==> config.mk <==
export PLATFORM = sky130hd
export DESIGN_NAME = pwrgood_mon
export DESIGN_NICKNAME = d
export VERILOG_FILES = /design/src/rtl/pgm_pkg.sv /design/src/rtl/pgm_sync.sv /design/src/rtl/pgm_qual_cnt.sv /design/src/rtl/pgm_pg_reg.sv /design/src/rtl/pwrgood_mon.sv
export SDC_FILE = /design/constraint.sdc
export NUM_CORES = 1
export LEC_CHECK = 0
export BUFFER_PORTS_ARGS = -buffer_cell sky130_fd_sc_hd__buf_2
export CAP_MARGIN = 20
export CELL_PAD_IN_SITES_DETAIL_PLACEMENT = 1
export CELL_PAD_IN_SITES_GLOBAL_PLACEMENT = 2
export CORE_MARGIN = 5
export CORE_UTILIZATION = 40
export DETAILED_ROUTE_END_ITERATION = 16
export PLACE_DENSITY = 0.82
export SYNTH_ARGS = -nofsm -noshare
export SYNTH_HDL_FRONTEND = slang
export SYNTH_HIERARCHICAL = 1
export SYNTH_SLANG_ARGS = --single-unit
==> constraint.sdc <==
create_clock -name clk -period 3.5 [get_ports clk]
set_input_delay 0.175 -clock clk [delete_from_list [all_inputs] [get_ports clk]]
set_output_delay 0.175 -clock clk [all_outputs]
set_load 0.03 [all_outputs]
==> src/rtl/pgm_pkg.sv <==
package pgm_pkg;

  typedef struct packed {
    logic en;
    logic por_ok;
    logic ss_done;
    logic ov;
    logic uv;
  } pgm_flags_t;

  localparam int unsigned PGM_FLAG_W = $bits(pgm_flags_t);

  function automatic logic pgm_cycle_ok(input pgm_flags_t f);
    return f.en & f.por_ok & f.ss_done & ~f.ov & ~f.uv;
  endfunction

endpackage

==> src/rtl/pgm_sync.sv <==
module pgm_sync #(
  parameter int unsigned WIDTH  = 5,
  parameter int unsigned STAGES = 2
) (
  input  logic             clk,
  input  logic             rst_n,
  input  logic [WIDTH-1:0] async_i,
  output logic [WIDTH-1:0] sync_o
);

  logic [WIDTH-1:0] stage_q [STAGES];

  generate
    for (genvar s = 0; s < STAGES; s++) begin : g_stage
      logic [WIDTH-1:0] stage_d;
      if (s == 0) begin : g_first
        always_comb stage_d = async_i;
      end else begin : g_rest
        always_comb stage_d = stage_q[s-1];
      end
      always_ff @(posedge clk or negedge rst_n) begin
        if (!rst_n) stage_q[s] <= '0;
        else        stage_q[s] <= stage_d;
      end
    end
  endgenerate

  assign sync_o = stage_q[STAGES-1];

endmodule

==> src/rtl/pgm_qual_cnt.sv <==
module pgm_qual_cnt #(
  parameter int unsigned QUAL_CYCLES = 1000
) (
  input  logic clk,
  input  logic rst_n,
  input  logic sample_ok,
  output logic qual_met
);

  localparam int unsigned CNT_W = (QUAL_CYCLES > 2) ? $clog2(QUAL_CYCLES) : 1;
  localparam logic [CNT_W-1:0] TERM = CNT_W'(QUAL_CYCLES - 1);

  logic [CNT_W-1:0] cnt_q, cnt_d;
  logic             cnt_en;

  always_comb begin
    cnt_d  = cnt_q;
    cnt_en = 1'b0;
    if (!sample_ok) begin
      cnt_d  = '0;
      cnt_en = (cnt_q != '0);
    end else if (cnt_q != TERM) begin
      cnt_d  = cnt_q + 1'b1;
      cnt_en = 1'b1;
    end
  end

  always_ff @(posedge clk or negedge rst_n) begin
    if (!rst_n)      cnt_q <= '0;
    else if (cnt_en) cnt_q <= cnt_d;
  end

  assign qual_met = (cnt_q == TERM);

  p_restart_r8: assert property (@(posedge clk) disable iff (!rst_n)
    !sample_ok |=> (cnt_q == '0));

  p_saturate_r10: assert property (@(posedge clk) disable iff (!rst_n)
    (sample_ok && cnt_q == TERM) |=> (cnt_q == TERM));

endmodule

==> src/rtl/pgm_pg_reg.sv <==
module pgm_pg_reg (
  input  logic clk,
  input  logic rst_n,
  input  logic sample_ok,
  input  logic qual_met,
  output logic pg_q
);

  logic pg_d;

  always_comb pg_d = sample_ok & qual_met;

  always_ff @(posedge clk or negedge rst_n) begin
    if (!rst_n) pg_q <= 1'b0;
    else        pg_q <= pg_d;
  end

  p_rise_qualified_r2: assert property (@(posedge clk) disable iff (!rst_n)
    $rose(pg_q) |-> $past(qual_met));

endmodule

==> src/rtl/pwrgood_mon.sv <==
module pwrgood_mon
  import pgm_pkg::*;
#(
  parameter int unsigned QUAL_CYCLES = 1000,
  parameter int unsigned SYNC_STAGES = 2
) (
  input  logic clk,
  input  logic rst_n,
  input  logic en_i,
  input  logic por_ok_i,
  input  logic ss_done_i,
  input  logic ov_i,
  input  logic uv_i,
  output logic pg_o
);

  pgm_flags_t flags_a, flags_s;
  logic       sample_ok;
  logic       qual_met;

  always_comb begin
    flags_a.en      = en_i;
    flags_a.por_ok  = por_ok_i;
    flags_a.ss_done = ss_done_i;
    flags_a.ov      = ov_i;
    flags_a.uv      = uv_i;
  end

  pgm_sync #(.WIDTH(PGM_FLAG_W), .STAGES(SYNC_STAGES)) u_sync (
    .clk     (clk),
    .rst_n   (rst_n),
    .async_i (flags_a),
    .sync_o  (flags_s)
  );

  always_comb sample_ok = pgm_cycle_ok(flags_s);

  pgm_qual_cnt #(.QUAL_CYCLES(QUAL_CYCLES)) u_cnt (
    .clk       (clk),
    .rst_n     (rst_n),
    .sample_ok (sample_ok),
    .qual_met  (qual_met)
  );

  pgm_pg_reg u_pg (
    .clk       (clk),
    .rst_n     (rst_n),
    .sample_ok (sample_ok),
    .qual_met  (qual_met),
    .pg_q      (pg_o)
  );

  p_ov_drop_r4: assert property (@(posedge clk) disable iff (!rst_n)
    flags_s.ov |=> !pg_o);

  p_uv_drop_r5: assert property (@(posedge clk) disable iff (!rst_n)
    flags_s.uv |=> !pg_o);

  p_en_drop_r6: assert property (@(posedge clk) disable iff (!rst_n)
    !flags_s.en |=> !pg_o);

  p_por_drop_r7: assert property (@(posedge clk) disable iff (!rst_n)
    !flags_s.por_ok |=> !pg_o);

  p_ss_gate_r3: assert property (@(posedge clk) disable iff (!rst_n)
    !flags_s.ss_done |=> !pg_o);

endmodule

== Word level (Yosys, flattened, before mapping) ==
Index checks and enable logic that the tools add are counted.

* Reductions and logical operators: 2
* Bitwise gates (word level): 7
* Add/subtract/negate cells: 1
* Muxes and demuxes: 4
* Equality and inequality tests: 3

{| class="wikitable"
|+ Operators with widths
! cell !! number
|-
| $mux W10 || 2
|-
| $add A10 B1 Y10 const B || 1
|-
| $eq A10 B10 Y1 const B || 1
|-
| $ne A10 B10 Y1 const B || 1
|-
| $reduce_bool A10 Y1 || 1
|-
| $and A1 B1 Y1 || 5
|-
| $mux W1 || 2
|-
| $ne A2 B2 Y1 const B || 1
|-
| $not A1 Y1 || 2
|-
| $reduce_and A2 Y1 || 1
|}

* Word-level logic and storage cells: 21
* Output and inout port bits: 1
* Register bits: 21

== Longest topological paths before layout ==
* Word-level depth: 6
* Mapped depth: 6

== Hierarchy ==
Netlist, hierarchy kept.

{| class="wikitable"
|+ By module, submodules not included
! module !! times used !! cells an instance !! area each (um2) !! seq. area each (um2)
|-
| pgm_qual_cnt || 1 || 56 || 558.0 || 250.2
|-
| pgm_sync || 1 || 10 || 250.2 || 250.2
|-
| pgm_pg_reg || 1 || 2 || 31.3 || 25.0
|-
| pwrgood_mon || 1 || 2 || 12.5 || 0.0
|}

== Least setup slack after synthesis ==
Ideal clock, no wire load.

* Path kind: flip-flop to flip-flop
* Start point: reg u_sync.stage_q (netlist bit u_sync/sync_o[1])
* End point: reg u_cnt.cnt_q[8]
* Path buffers: 1
* Clock period less this slack: 1.544 ns
* Setup time: 0.062 ns
* Arrival: 1.481 ns
* Slack: 1.956 ns
* Cell stages (with the launch flop): 7
* Cells stage by stage: dfrtp_1 -> nor2_1 -> and4_1 -> clkbuf_1 -> nand4_1 -> a211o_1 -> o2bb2a_4

* Cells in the longest elaborated chain, start to end: 5

{| class="wikitable"
|+ Ends and longest elaborated chain
! element !! RTL line !! source
|-
| from (decl) || pgm_sync.sv:11 || <nowiki>logic [WIDTH-1:0] stage_q [STAGES];</nowiki>
|-
| from (signal, indexed assignment) || pgm_sync.sv:23 || <nowiki>else stage_q[s] <= stage_d;</nowiki>
|-
| $not A1 Y1 (*) || pgm_pkg.sv:14 || <nowiki>return f.en & f.por_ok & f.ss_done & ~f.ov & ~f.uv;</nowiki>
|-
| $and A1 B1 Y1 (*) (2 in a row) || pgm_pkg.sv:14 ||
|-
| via sample_ok || pwrgood_mon.sv:18 || <nowiki>logic sample_ok;</nowiki>
|-
| $ne A2 B2 Y1 (no line) / $mux W1 (equally long branches) || - ||
|-
| $reduce_and A2 Y1 (no line) || - ||
|-
| to (signal assigned) || pgm_qual_cnt.sv:30 || <nowiki>else if (cnt_en) cnt_q <= cnt_d;</nowiki>
|-
| to (decl) || pgm_qual_cnt.sv:13 || <nowiki>logic [CNT_W-1:0] cnt_q, cnt_d;</nowiki>
|}

The timed path passes the listed nets; every way through them passes the cells marked *.
A chain may end at the register's enable or synchronous reset.

== Worst setup path in the final report ==
Same ends and word-level chain as after synthesis.

==> results by group <==
Placed design
  • IO buf count: 7
  • Hpwl dp: roughly 1.0 mm
  • Placer congestion estimate: 0.6793

Routing
  • Antenna viol nets, final: 0
  • Via Count: roughly 560
  • Final wirelength: roughly 1.6 mm
  • Drt pass-1 iters: 2
  • Post-detailed-route DRC marker count: 0
  • WL/cell: ~15 um
  • DR iter-0 viols: 2
  • DR vias/cell: ~5.0

Power and ir drop
  • Total Power: roughly 430 uW
  • Logic gate share of total power: between 10 and 15%
  • Seq pwr share: roughly three fifths
  • Clk pwr share: about 27%
  • P_sw: ~110 uW
  • Internal: about 320 uW
  • Power density over the cells: 431.4 mW/mm2
  • Maximum vdd ir drop: 200.3 uV
  • Sw frac: approximately a quarter
  • Leak: approximately 0.47 nW

CTS
  • CTS clk-pin slew, worst paths: about 0.12 ns
  • CTS buffer count: 3
  • Longest Clk Path Bufs: 2
  • Clock Latency Late Sink: slightly above 0.3 ns
  • Post_cts resized: 0
  • CTS tree: yes
  • Setup Fix Bufs, Post-CTS: 0
  • # clock sinks: 21
  • CTS Root Cell: clkbuf_4
  • CTS H-tree lvls: 1

Critical path
  • Cells along the critical path: nor2_1, and4_1, nor4b_1, nand2_1, a211o_1, o2bb2a_4
  • Cell count of the worst reg-to-reg path: 6
  • Critical path endpoint category: flop
  • Reg-to-Reg Start: u_sync/sync_o[1]
  • R2r endpoint: u_cnt/cnt_q[8]
  • Largest stage delay, worst path: between 0.3 and 0.4 ns
  • Req. time, crit path: between 3 and 4 ns
  • Critical Path AT: 1.94 ns
  • Reg-to-reg slack, setup: approximately 1.8 ns
  • Critical path startpoint category: flop
  • Crit-path max FO: 12
  • Slowest cell on crit path: dfrtp_1
  • Setup CP Type: flop to flop
  • Crit path launch: u_sync/sync_o[1]

Floorplanning
  • Top Ports: 8
  • Site Rows: 16
  • Core ar.: ~0.002 mm2
  • Die Y: 56.16 um
  • Die ar.: about 0.0032 mm2
  • Initial Util: roughly 43%
  • Die X: around 56 um

Synth
  • Syn Nets: 79
  • Seq/Total Area, Yosys: roughly three fifths
  • Post-Synth Simple-Gate Area: roughly a fifth
  • Flops & latches, synth: 21
  • Largest family of logic cells by synthesized area: simple AND/OR/NAND/NOR gates
  • Mux contribution to synthesized area: 1.175%
  • Syn Std Cell Area: 852.1 um2
  • Synth Area in XOR/XNOR: 7.195%
  • Ys Warns: 6
  • Synth cell types: 20
  • Compound-gate portion of the synthesized area: roughly 5.4%
  • Syn avg cell area: about 12 um2
  • Adder-Cell Fraction of Synth Area: roughly 2.9%
  • Mapped Cells: 70

Finish
  • Area grow syn2layout: 17.47%
  • Ant diodes: 0
  • Filler cells: roughly 220
  • Fin nets: 95
  • Util after Layout: approximately 50%
  • Fraction of layout cells with a size suffix above 1: around 14%

GRT
  • Grt total ovfl: 0
  • All-Layer GR Usage: 12.24%
  • First-pass GRT wire length: roughly 3 mm
  • Largest net degree at the start of global routing: 22
  • Vias in the first global route: between 600 and 700
  • Initial antenna violation count: 0

STA
  • Min cycle time layout: between 1.5 and 2 ns
  • Tcrit/Tclk final: about half
  • Setup TNS: 0 ns
  • Fmax achieved: just under 600 MHz
  • Final setup fails: 0
  • Final Skew: around 0.0039 ns
  • Slew margin rel.: between 60 and 70%
  • RSZ-0062 raised after global routing: no
  • Least-Margin Pin Slew: ~0.46 ns
  • Slew Viols, Final: 0
  • Final Hold Vio Count: 0

Min path
  • Hold WC Path Type: input pin to async pin

Job
  • Max Cap Violations: 0

Status
  • Outcome: finished clean
worst max-delay path, delay by kind of cell (launching register included):
family	cells	cell delay (ns)
flip-flops	1	0.35
AND/OR/NAND/NOR	4	0.77
AO/OA/AOI/OAI	2	0.51
power by group through the flow:
| stage | Sequential, mW | Combinational (mW) | Clock (mW) |
|---|---|---|---|
| 2_1_floorplan | 0.267 | 0.0301 | 0 |
| 3_3_place_gp | 0.269 | 0.0431 | 0 |
| 3_5_place_dp | 0.269 | 0.0433 | 0 |
| 4_1_cts | 0.265 | 0.0486 | 0.122 |
| 5_1_grt | 0.267 | 0.0569 | 0.139 |
| 6_report | 0.265 | 0.0479 | 0.118 |
repair_timing:
item	CTS	global route
endpoints found under the setup margin	0	0
hold endpoints to repair	26	0
hold buffers	6	0
state kept, by name (all words and copies together), names as in the netlist:
name / flops
u_cnt/cnt_q: 10
u_sync/g_stage.stage_d: 5
u_sync/sync_o: 5
u_pg/pg_q: 1
layout make-up:
class	count	area (um2)	area share, %
Sequential cell	21	525.5	52.50
Timing Repair Buffer	13	95.09	9.500
Clock inverter	1	5.005	0.5000
Multi-Input combinational cell	44	307.8	30.75
Tap cell	27	33.78	3.375
Clock buffer	3	22.52	2.250
Inverter	3	11.26	1.125
metal layers:
metal,track usage [%],routed length (um),vias up
li1,-,-,268
met1,15.31,777,279
met2,19.53,798,5
met3,2.320,39,4
met4,7.119,31,0
met5,0,0,-
layout by cell type (no fill, tap or decap):
cell type | netlist | final
buf_2 | 0 | 7
clkbuf_4 | 0 | 3
xnor2_1 | 5 | 5
xor2_1 | 2 | 2
a211o_1 | 1 | 1
nand3_1 | 5 | 5
and3_1 | 1 | 1
dfrtp_1 | 21 | 21
and2_1 | 7 | 7
nand2_1 | 4 | 4
a21boi_1 | 1 | 1
nor2_1 | 4 | 4
mux2i_1 | 1 | 1
nor4b_1 | 1 | 1
o2bb2a_4 | 1 | 1
nand4_1 | 3 | 3
inv_1 | 3 | 3
o21ai_1 | 2 | 2
nor4_1 | 1 | 1
dlygate4sd3_1 | 0 | 6
and4_1 | 3 | 3
ha_1 | 2 | 2
clkinv_2 | 0 | 1
through the flow:
stage	hold WS, ns	instances	setup WS, ns	area (um2)
finish	0.3353	112	1.819	1001
global route	0.3573	112	1.692	1001
CTS	0.3338	112	1.802	1001
detailed placement	0.1490	102	1.841	913.4
global placement	0.1434	102	1.888	913.4
floorplan	-0.1206	70	1.956	852.1
worst max path at each step:
stage / slack, ns / to
2_1_floorplan: 1.96 / u_cnt/cnt_q[8]
5_1_grt: 1.69 / u_cnt/cnt_q[0]
4_1_cts: 1.80 / u_cnt/cnt_q[8]
3_3_place_gp: 1.89 / u_cnt/cnt_q[8]
6_report: 1.82 / u_cnt/cnt_q[8]
3_5_place_dp: 1.84 / u_cnt/cnt_q[8]
Yosys cell counts:
library cell / n / area share (%)
a21boi_1: 1 / 0.88
o21ai_1: 2 / 1.2
and4_1: 3 / 3.1
o2bb2a_4: 1 / 2.3
inv_1: 3 / 1.3
xor2_1: 2 / 2.1
dfrtp_1: 21 / 62
nor4_1: 1 / 0.73
and3_1: 1 / 0.73
xnor2_1: 5 / 5.1
clkbuf_1: 2 / 0.88
nand2_1: 4 / 1.8
nor2_1: 4 / 1.8
mux2i_1: 1 / 1.2
a211o_1: 1 / 1.0
nand3_1: 5 / 2.9
nand4_1: 3 / 2.2
ha_1: 2 / 2.9
nor4b_1: 1 / 1.0
and2_1: 7 / 5.1
cells by family after synthesis:
group                    count (synthesis)
AND/OR/NAND/NOR                         29
flip-flops                              21
XOR/XNOR                                 7
AO/OA/AOI/OAI                            5
buffers and inverters                    5
adder cells (fa/ha/maj)                  2
multiplexers                             1
(Power assumes the default switching activity.)
